==> config.mk <==
export PLATFORM = sky130hd
export DESIGN_NAME = fpx_widen
export DESIGN_NICKNAME = d
export VERILOG_FILES = /design/src/rtl/fpx_pkg.sv /design/src/rtl/fpx_lzc.sv /design/src/rtl/fpx_classify.sv /design/src/rtl/fpx_assemble.sv /design/src/rtl/fpx_widen.sv
export SDC_FILE = /design/constraint.sdc
export NUM_CORES = 1
export LEC_CHECK = 0
export BUFFER_PORTS_ARGS = -buffer_cell sky130_fd_sc_hd__clkbuf_2
export CORE_ASPECT_RATIO = 1.1
export CORE_MARGIN = 4
export CORE_UTILIZATION = 60
export CTS_CLUSTER_DIAMETER = 100
export DETAILED_ROUTE_END_ITERATION = 6
export GPL_TIMING_DRIVEN = 0
export HOLD_SLACK_MARGIN = 0.02
export PLACE_DENSITY_LB_ADDON = 0.25
export REMOVE_ABC_BUFFERS = 1
export SYNTH_ARGS = -nofsm -noshare
export SYNTH_HDL_FRONTEND = slang
export SYNTH_SLANG_ARGS = --single-unit
==> constraint.sdc <==
create_clock -name clk -period 30.3 [get_ports clk]
set_clock_uncertainty 0.1 [all_clocks]
set_input_delay 1.515 -clock clk [delete_from_list [all_inputs] [get_ports clk]]
set_output_delay 1.515 -clock clk [all_outputs]
set_load 0.02 [all_outputs]
==> src/rtl/fpx_pkg.sv <==
// Package fpx_pkg
// Shared format widths and the class bit positions of the widener.
// Assumes the narrow format is binary32 and the wide one has an explicit
// integer bit.
package fpx_pkg;
    localparam int IN_EXP   = 8;
    localparam int IN_FRAC  = 23;
    localparam int OUT_EXP  = 15;
    localparam int OUT_SIG  = 64;

    localparam int CLS_ZERO = 0;
    localparam int CLS_DEN  = 1;
    localparam int CLS_NORM = 2;
    localparam int CLS_INF  = 3;
    localparam int CLS_QNAN = 4;
    localparam int CLS_SNAN = 5;
    localparam int CLS_N    = 6;

    typedef logic [CLS_N-1:0] fpx_class_t;
endpackage

==> src/rtl/fpx_lzc.sv <==
// Module fpx_lzc
// Counts leading zeros of a W-bit vector, scanning from the top bit.
// Assumes the caller ignores the count when the vector is all zeros
// (the count is then W).
module fpx_lzc #(
    parameter int W  = 23,
    localparam int CW = $clog2(W + 1)
) (
    input  logic [W-1:0]  vec,
    output logic [CW-1:0] count
);
    logic [W:0] seen;

    // Running "a one has been seen above" chain, one stage per bit.
    assign seen[W] = 1'b0;
    for (genvar i = W - 1; i >= 0; i--) begin : g_scan
        assign seen[i] = seen[i+1] | vec[i];
    end

    // Count the positions above the first set bit.
    always_comb begin
        count = '0;
        for (int i = 0; i < W; i++) begin
            if (!seen[i]) count = count + 1'b1;
        end
    end
endmodule

==> src/rtl/fpx_classify.sv <==
// Module fpx_classify
// Sorts an unpacked narrow float into one of six one-hot classes.
// Assumes exponent all ones means infinity or NaN and exponent zero
// means zero or tiny; the top fraction bit marks a quiet NaN.
module fpx_classify
    import fpx_pkg::*;
#(
    parameter int EW = IN_EXP,
    parameter int FW = IN_FRAC
) (
    input  logic [EW-1:0] exp_f,
    input  logic [FW-1:0] frac_f,
    output fpx_class_t    cls
);
    logic exp_max, exp_min, frac_nz;

    assign exp_max = &exp_f;
    assign exp_min = ~|exp_f;
    assign frac_nz = |frac_f;

    // One-hot class decode from the exponent and fraction extremes.
    always_comb begin
        cls           = '0;
        cls[CLS_ZERO] = exp_min & ~frac_nz;
        cls[CLS_DEN]  = exp_min &  frac_nz;
        cls[CLS_NORM] = ~exp_min & ~exp_max;
        cls[CLS_INF]  = exp_max & ~frac_nz;
        cls[CLS_QNAN] = exp_max &  frac_f[FW-1];
        cls[CLS_SNAN] = exp_max & ~frac_f[FW-1] & frac_nz;
    end
endmodule

==> src/rtl/fpx_assemble.sv <==
// Module fpx_assemble
// Builds the wide exponent and explicit-integer-bit significand from the
// narrow fields and their class. Pure combinational logic.
// Assumes cls is one-hot and lz is the leading-zero count of frac_f.
module fpx_assemble
    import fpx_pkg::*;
#(
    parameter int EW  = IN_EXP,
    parameter int FW  = IN_FRAC,
    parameter int XEW = OUT_EXP,
    parameter int XSW = OUT_SIG,
    localparam int CW       = $clog2(FW + 1),
    localparam int IN_BIAS  = (1 << (EW - 1)) - 1,
    localparam int OUT_BIAS = (1 << (XEW - 1)) - 1,
    localparam int PAD      = XSW - FW
) (
    input  logic [EW-1:0]   exp_f,
    input  logic [FW-1:0]   frac_f,
    input  logic [CW-1:0]   lz,
    input  fpx_class_t      cls,
    output logic [XEW-1:0]  x_exp,
    output logic [XSW-1:0]  x_sig
);
    localparam logic [XEW-1:0] BIAS_DIFF = XEW'(OUT_BIAS - IN_BIAS);

    logic [XEW-1:0] exp_norm, exp_den;
    logic [XSW-1:0] sig_norm, sig_den, sig_nan, sig_inf;

    // Candidate fields for each class, computed side by side.
    assign exp_norm = XEW'(exp_f) + BIAS_DIFF;
    assign exp_den  = BIAS_DIFF - XEW'(lz);
    assign sig_norm = {1'b1, frac_f, {(PAD-1){1'b0}}};
    assign sig_den  = {frac_f, {PAD{1'b0}}} << lz;
    assign sig_nan  = {2'b11, frac_f[FW-2:0], {(PAD-1){1'b0}}};
    assign sig_inf  = {1'b1, {(XSW-1){1'b0}}};

    // Select the fields of the active class.
    always_comb begin
        x_exp = '0;
        x_sig = '0;
        unique case (1'b1)
            cls[CLS_NORM]: begin x_exp = exp_norm; x_sig = sig_norm; end
            cls[CLS_DEN]:  begin x_exp = exp_den;  x_sig = sig_den;  end
            cls[CLS_INF]:  begin x_exp = '1;       x_sig = sig_inf;  end
            cls[CLS_QNAN],
            cls[CLS_SNAN]: begin x_exp = '1;       x_sig = sig_nan;  end
            default:       begin x_exp = '0;       x_sig = '0;       end
        endcase
    end
endmodule

==> src/rtl/fpx_widen.sv <==
// Module fpx_widen (top)
// Single-stage converter from a narrow float with hidden integer bit to a
// wide float with explicit integer bit, with class and exception flags.
// Assumes in_bits is only meaningful when in_valid is high; outputs hold
// while in_valid is low. Synchronous active-low reset clears everything.
module fpx_widen
    import fpx_pkg::*;
#(
    parameter int EW  = IN_EXP,
    parameter int FW  = IN_FRAC,
    parameter int XEW = OUT_EXP,
    parameter int XSW = OUT_SIG,
    localparam int IW = 1 + EW + FW,
    localparam int OW = 1 + XEW + XSW,
    localparam int CW = $clog2(FW + 1)
) (
    input  logic          clk,
    input  logic          rst_n,
    input  logic          in_valid,
    input  logic [IW-1:0] in_bits,
    output logic          out_valid,
    output logic [OW-1:0] out_bits,
    output logic [CLS_N-1:0] out_class,
    output logic          out_ordered,
    output logic          flag_invalid,
    output logic          flag_denormal
);
    logic           in_sign;
    logic [EW-1:0]  in_exp;
    logic [FW-1:0]  in_frac;
    logic [CW-1:0]  lz;
    fpx_class_t     cls;
    logic [XEW-1:0] x_exp;
    logic [XSW-1:0] x_sig;
    logic           is_nan;

    assign in_sign = in_bits[IW-1];
    assign in_exp  = in_bits[IW-2:FW];
    assign in_frac = in_bits[FW-1:0];

    // NaN test kept apart from the class decode for the ordered output.
    assign is_nan = (&in_exp) & (|in_frac);

    fpx_lzc #(.W(FW)) u_lzc (
        .vec   (in_frac),
        .count (lz)
    );

    fpx_classify #(.EW(EW), .FW(FW)) u_cls (
        .exp_f  (in_exp),
        .frac_f (in_frac),
        .cls    (cls)
    );

    fpx_assemble #(.EW(EW), .FW(FW), .XEW(XEW), .XSW(XSW)) u_asm (
        .exp_f  (in_exp),
        .frac_f (in_frac),
        .lz     (lz),
        .cls    (cls),
        .x_exp  (x_exp),
        .x_sig  (x_sig)
    );

    // Output register: clear on reset, load on in_valid, otherwise hold.
    always_ff @(posedge clk) begin
        if (!rst_n) begin
            out_valid     <= 1'b0;
            out_bits      <= '0;
            out_class     <= '0;
            out_ordered   <= 1'b0;
            flag_invalid  <= 1'b0;
            flag_denormal <= 1'b0;
        end else begin
            out_valid <= in_valid;
            if (in_valid) begin
                out_bits      <= {in_sign, x_exp, x_sig};
                out_class     <= cls;
                out_ordered   <= ~is_nan;
                flag_invalid  <= cls[CLS_SNAN];
                flag_denormal <= cls[CLS_DEN];
            end
        end
    end
endmodule

# After elaboration in Yosys (flattened, before gate mapping)
# Index checks and enable logic that the tools add are counted.
dict set report classes {
  n_mux 25
  n_reduce_logical 6
  shift 1
  addsub 24
  bitwise_logic 34
}
# op count
set ops {}
lappend ops {{64-bit one-hot mux with 4 select lines} 1}
lappend ops {{5-bit by 1-bit adder with 5-bit output, second input constant} 22}
lappend ops {{5-bit two-way mux} 22}
lappend ops {{64-bit by 5-bit left shift with 64-bit output} 1}
lappend ops {{15-bit one-hot mux with 3 select lines} 1}
lappend ops {{23-bit OR reduction} 1}
lappend ops {{1-bit OR} 22}
lappend ops {{8-bit by 14-bit adder with 15-bit output, second input constant} 1}
lappend ops {{14-bit by 5-bit subtractor with 15-bit output, first input constant} 1}
lappend ops {{1-bit AND} 8}
lappend ops {{8-bit AND reduction} 1}
lappend ops {{8-bit OR reduction} 1}
lappend ops {{1-bit inverter} 4}
lappend ops {{3-bit OR reduction} 1}
lappend ops {{2-bit OR reduction} 1}
lappend ops {{1-bit logical NOT} 1}
lappend ops {{1-bit two-way mux} 1}
dict set report totals {
  elab_cells 96
  ff_bits 90
  output_inout_bits 90
  inputBits 35
}

# Longest topological paths before layout
dict set report depth {
  depth_word 69
  ltp_mapped 61
  mapped_depth_nobuf 57
}

# By module
# From an unflattened synthesis, not the netlist that was laid out.
dict set report unflattened {
  hier_cells 940
  hier_area_um2 8146.6
}
# mod n_inst area_each_um2 seq_area_each_um2 cells_per_inst
set by_module_without_submodules {}
lappend by_module_without_submodules {fpx_widen 1 3460.8 1761.7 296}
lappend by_module_without_submodules {fpx_lzc 1 2796.4 0.0 412}
lappend by_module_without_submodules {fpx_assemble 1 1750.4 0.0 212}
lappend by_module_without_submodules {fpx_classify 1 138.9 0.0 20}

# Least setup slack after synthesis
# Ideal clock, no wire load.
dict set report synth_path {
  path_type {input to register}
  startpoint {in in_bits[11]}
  endpoint {reg out_bits[62]}
  setup_slack_ns 16.500
  arrival_time_ns 13.579
  n_path_buf 4
  path_stages 60
  path_cell_list {buf_6 -> or4_4 -> and4b_1 -> buf_4 -> nand2_4 -> nor3_1 -> nor3b_1 -> ha_1 -> and2_1 -> ha_1 -> nor3b_1 -> ha_1 -> and3_1 -> ha_1 -> nor3b_1 -> ha_1 -> and3_1 -> ha_1 -> (+24 left out) -> and2_1 -> ha_1 -> and2_1 -> ha_1 -> and2_1 -> ha_1 -> nand2_1 -> inv_1 -> ha_1 -> nor2b_1 -> buf_1 -> clkbuf_1 -> nor2_1 -> a21oi_1 -> mux2i_1 -> mux2i_1 -> inv_1 -> a221o_1}
}
dict set report synth_via {
  elab_chain_len 59
  word_cells_on_any_way 65
}
# element line_no
set synth_lines {}
lappend synth_lines {{from (decl)} fpx_widen.sv:20} ;# input logic [IW-1:0] in_bits,
lappend synth_lines {{1-bit OR (12 in a row)} fpx_lzc.sv:17} ;# assign seen[i] = seen[i+1] | vec[i];
lappend synth_lines {{1-bit two-way mux} fpx_lzc.sv:24} ;# if (!seen[i]) count = count + 1'b1;
lappend synth_lines {{5-bit by 1-bit adder with 5-bit output} fpx_lzc.sv:24}
lappend synth_lines {{5-bit two-way mux} fpx_lzc.sv:24}
lappend synth_lines {{5-bit by 1-bit adder with 5-bit output} fpx_lzc.sv:24}
lappend synth_lines {{5-bit two-way mux} fpx_lzc.sv:24}
lappend synth_lines {{5-bit by 1-bit adder with 5-bit output} fpx_lzc.sv:24}
lappend synth_lines {{5-bit two-way mux} fpx_lzc.sv:24}
lappend synth_lines {{(+32 left out)} n/a}
lappend synth_lines {{5-bit by 1-bit adder with 5-bit output} fpx_lzc.sv:24}
lappend synth_lines {{5-bit two-way mux} fpx_lzc.sv:24}
lappend synth_lines {{5-bit by 1-bit adder with 5-bit output} fpx_lzc.sv:24}
lappend synth_lines {{5-bit two-way mux} fpx_lzc.sv:24}
lappend synth_lines {{5-bit by 1-bit adder with 5-bit output} fpx_lzc.sv:24}
lappend synth_lines {{5-bit two-way mux} fpx_lzc.sv:24}
lappend synth_lines {{64-bit by 5-bit left shift with 64-bit output} fpx_assemble.sv:33} ;# assign sig_den = {frac_f, {PAD{1'b0}}} << lz;
lappend synth_lines {{64-bit one-hot mux with 4 select lines *} fpx_assemble.sv:41} ;# unique case (1'b1)
lappend synth_lines {{to (signal assigned)} fpx_widen.sv:76} ;# out_bits <= {in_sign, x_exp, x_sig};
lappend synth_lines {{to (decl)} fpx_widen.sv:22} ;# output logic [OW-1:0] out_bits,
# Mark *: on every way between the ends. The rest lies on a longest branch, timed or not.
# A chain may end at the register's enable or synchronous reset.

# Final worst setup path
dict set report layout_path {
  startpoint {in in_bits[19]}
  endpoint {reg out_bits[63]}
}
dict set report layout_via {
  elab_chain_len 67
  word_cells_on_any_way 73
}
# element line_no
set layout_lines {}
lappend layout_lines {{1-bit OR (20 in a row)} fpx_lzc.sv:17}
lappend layout_lines {{1-bit two-way mux} fpx_lzc.sv:24}
lappend layout_lines {{5-bit by 1-bit adder with 5-bit output} fpx_lzc.sv:24}
lappend layout_lines {{5-bit two-way mux} fpx_lzc.sv:24}
lappend layout_lines {{5-bit by 1-bit adder with 5-bit output} fpx_lzc.sv:24}
lappend layout_lines {{5-bit two-way mux} fpx_lzc.sv:24}
lappend layout_lines {{5-bit by 1-bit adder with 5-bit output} fpx_lzc.sv:24}
lappend layout_lines {{5-bit two-way mux} fpx_lzc.sv:24}
lappend layout_lines {{(+32 left out)} n/a}
lappend layout_lines {{5-bit by 1-bit adder with 5-bit output} fpx_lzc.sv:24}
lappend layout_lines {{5-bit two-way mux} fpx_lzc.sv:24}
lappend layout_lines {{5-bit by 1-bit adder with 5-bit output} fpx_lzc.sv:24}
lappend layout_lines {{5-bit two-way mux} fpx_lzc.sv:24}
lappend layout_lines {{5-bit by 1-bit adder with 5-bit output} fpx_lzc.sv:24}
lappend layout_lines {{5-bit two-way mux} fpx_lzc.sv:24}
lappend layout_lines {{64-bit by 5-bit left shift with 64-bit output} fpx_assemble.sv:33}
lappend layout_lines {{64-bit one-hot mux with 4 select lines *} fpx_assemble.sv:41}
# Marked as above.

==> out/results.md <==
- 28.43 µV — Max IR drop VDD
- 3 — Buf+Inv Stages, Crit Path
- dfxtp_1 — leading area contributor after synthesis
- 15.62 ns — data arrival time of the critical path
- 33 — largest net degree at the start of global routing
- 0.6546 — final core area utilization
- 30.38 ns — required time at the endpoint of the critical path
- primary input to flip-flop — type of the worst setup path
- nor3b_1 — slowest cell on the critical path
- 897 — # nets final
- 43 — Seq cells post-synth
- 2 — number of H-tree levels
- 958 — filler-free cell count of the finished design
- 0 — Synth async-reset ratio
- 0.2716 — Total Routing Usage GR
- 0 — number of maximum-capacitance violations
- 0.5129 — share of the clock period used by the worst path
- 0.30 ns — source-to-sink clock delay at the later pin of the worst-skew pair
- 125 — top-level I/O count
- 0.4522 — GR Layer Usage met2
- flip-flop to flip-flop — worst hold-check path type
- 0.1593 — layout cells sized above 1
- no — RSZ-0062 raised after global routing
- 14.76 ns — Final Worst Setup Slack
- 0 — Hold-fix buffers, CTS
- 437 — DRT iter0 DRCs
- 0 — post-cts gate resize count
- clkbuf_8 — cell chosen for the clock root
- 0.6208 — effective utilization at floorplan
- 863 — count of fill cells added during filler insertion
- 0 — setup violation total in the final timing report
- 1.022 ns — transition time at the pin with the least slew margin
- 5 — iteration count of the initial detailed-routing pass
- 0.3574 — met1 routing resource usage after global routing
- 0 — count of yosys warnings during synthesis
- 0 — Antenna diodes
- 23.63 nW/µm² — Power Dens Cells
- 0.3164 — headroom to the max-slew limit
- 15.88 mm — final wirelength
- 11470 µm² — full die area
- 15.54 ns — post-layout min period
- finished clean — result of the run
- 0.1461 — portion of synthesized cell area occupied by the leading cell type
- simple AND/OR/NAND/NOR gates — kind of cell with the highest combined delay on the critical path
- 5 — clock buffers created by TritonCTS
- 5653 — vias in the first global route
- 32 — Crit Path Max Fanout
- 0 ns — Setup TNS Final
- 0 — final antenna-violating net count
- ha_1 — cell mode on critical path
- 5988 — total number of vias
- 111.9 µm — DIE HEIGHT
- dfxtp_1 — ys flop type
- primary input — startpoint kind of the worst setup timing path
- 0 — number of enable-type register cells in the synthesized netlist
- 37 — number of cell rows
- 0.8928 — Routability Congestion
- 0 — GRT overflow
- 7.356 µm² — Avg Cell Area, Syn
- 0 — Fin. Hold Viols
- 801 — synthesized instance count
- 9490 µm² — Floorplan Core Area
- 102.5 µm — die span in x
- 6.251 — via/cell ratio
- 0.1461 — Seq/Total Area, Yosys
- 0 — number of setup buffers added after CTS
- met2 — busiest layer in global routing
- 26.34 mm — wire length of the first global-routing pass
- 43 — Sink Count
- 0.09 ns — Clock transition at path regs
- 14.16 ns — placement-stage worst setup slack
- 84 — Port Buf Inserts
- 0 — Residual DRC
- 0 — initial antenna violation count
- 12.30 mm — dpl hpwl
- 0.03697 — fraction of met3 tracks used by global routing
- 2.611 nW — standby leakage power
- 950 — cell count after placement
- flip-flop — crit end category
- dfxtp_1 15%, mux2i_1 8.0%, buf_4 6.1%, nor2_1 4.9%, ha_1 4.7% — cell types with the largest area share after synthesis
- 0.75 ns — Crit path largest cell delay
- 90 — number of distinct library cells after synthesis
- 5.436% — Area growth, synth to finish
- done — TritonCTS clock tree
- 0 — number of max-slew violations in the final report
- 64.35 MHz — maximum clock rate
- 5892 µm² — Cell Area, Synth
- 16.58 µm — wire length per cell
- 2 — maximum clock insertion buffer count
-- Yosys cell counts, types with 4 or more instances --
cell type  number
a21oi_1        52
nor3b_1         7
and2_1         23
xor2_1          9
nor2_1         77
nand2_1        51
o2111ai_1       4
xnor2_1        16
and3_1         14
ha_1           22
nand2b_1       14
clkbuf_1       35
mux2_2          5
a31oi_1         4
buf_2           5
nand3_1        25
a22o_1          5
xnor3_1         4
buf_1           4
a21o_1          4
o31ai_1         5
inv_1          30
mux2i_1        47
buf_4          48
or3_1           6
dfxtp_1        43
nor2b_1        19
a221o_1         7
a32o_1          4
o21a_1          8
nor3_1         29
o21ai_0        29
a22oi_1        15
a21boi_0        5
a211oi_1       10
nor4_1         13
o211ai_1        4
nand4_1        11
o21ai_1         9
-- metrics by stage --
stage	cell area [µm²]	power, mW	hold WS, ns
after detailed placement	6103	0.1072	0.3462
after CTS	6196	0.1458	0.3701
final	6212	0.1468	0.3695
after floorplan	5484	0.09077	0.4359
after global routing	6212	0.1541	0.3854
after global placement	6051	0.1058	0.3390
-- sequential cells by signal (all words and copies together), names as in the netlist --
signal       flops
out_class        6
out_valid        1
out_ordered      1
out_bits        35
-- cells in the final DEF, fill, tap and decap left out, types with 15 or more instances in the layout --
cell,netlist,layout
conb_1,1,40
nor2_1,77,76
nand2_1,51,51
mux2i_1,47,47
and2_1,23,23
dfxtp_1,43,43
nand3_1,25,25
inv_1,30,30
ha_1,22,22
a22oi_1,15,15
a21oi_1,52,52
xnor2_1,16,16
o21ai_0,29,29
nor2b_1,19,17
clkbuf_2,0,84
nor3_1,29,29
-- cell families after synthesis --
logic type | Yosys count | synth area share
fa+ha+maj | 23 | 0.04842
mux | 52 | 0.08940
flops | 43 | 0.1461
compound gates | 201 | 0.2387
other cells | 1 | 0.0006365
buf+inv | 125 | 0.1138
simple gates | 323 | 0.2982
xor+xnor | 33 | 0.06477
-- routing by layer --
metal	vias to the layer above	part of all wire
met1	2801	0.43
li1	2936	-
met5	-	0
met3	33	0.060
met4	0	0.021
met2	218	0.49
-- power breakdown --
part	leakage, nW	total, mW	internal [mW]	switching (mW)
clock network	0.0408	0.0399	0.0165	0.0233
registers	0.355	0.0617	0.0596	0.00211
logic	2.22	0.0452	0.0143	0.0309
total	2.61	0.147	0.0905	0.0563
-- layout make-up --
class | instances | area [µm²] | share of cell area
clock inverters | 3 | 23.77 | 0.003827
multi-input cells | 672 | 4531 | 0.7293
inverters | 31 | 116.4 | 0.01873
well taps | 117 | 146.4 | 0.02356
repair buffers | 87 | 465.4 | 0.07492
clock buffers | 5 | 68.82 | 0.01108
flip-flops and latches | 43 | 860.8 | 0.1386
-- path summary, 6_finish.rpt --
| path | startpoint | to | slack, ns | cells past startpoint |
|---|---|---|---|---|
| setup reg to reg | out_bits[60] | out_bits[60] | 29.26 | 2 |
| setup / recovery | in_bits[19] | out_bits[63] | 14.76 | 54 |
| hold / removal | out_class[2] | out_class[2] | 0.37 | 2 |
| hold reg to reg | out_class[2] | out_class[2] | 0.37 | 2 |
-- worst register-to-register path, stage by stage (launching register included) --
cell	delay, ns
dfxtp_1	0.34
a22o_1	0.21
a221o_1	0.27
(Power assumes the default switching activity.)
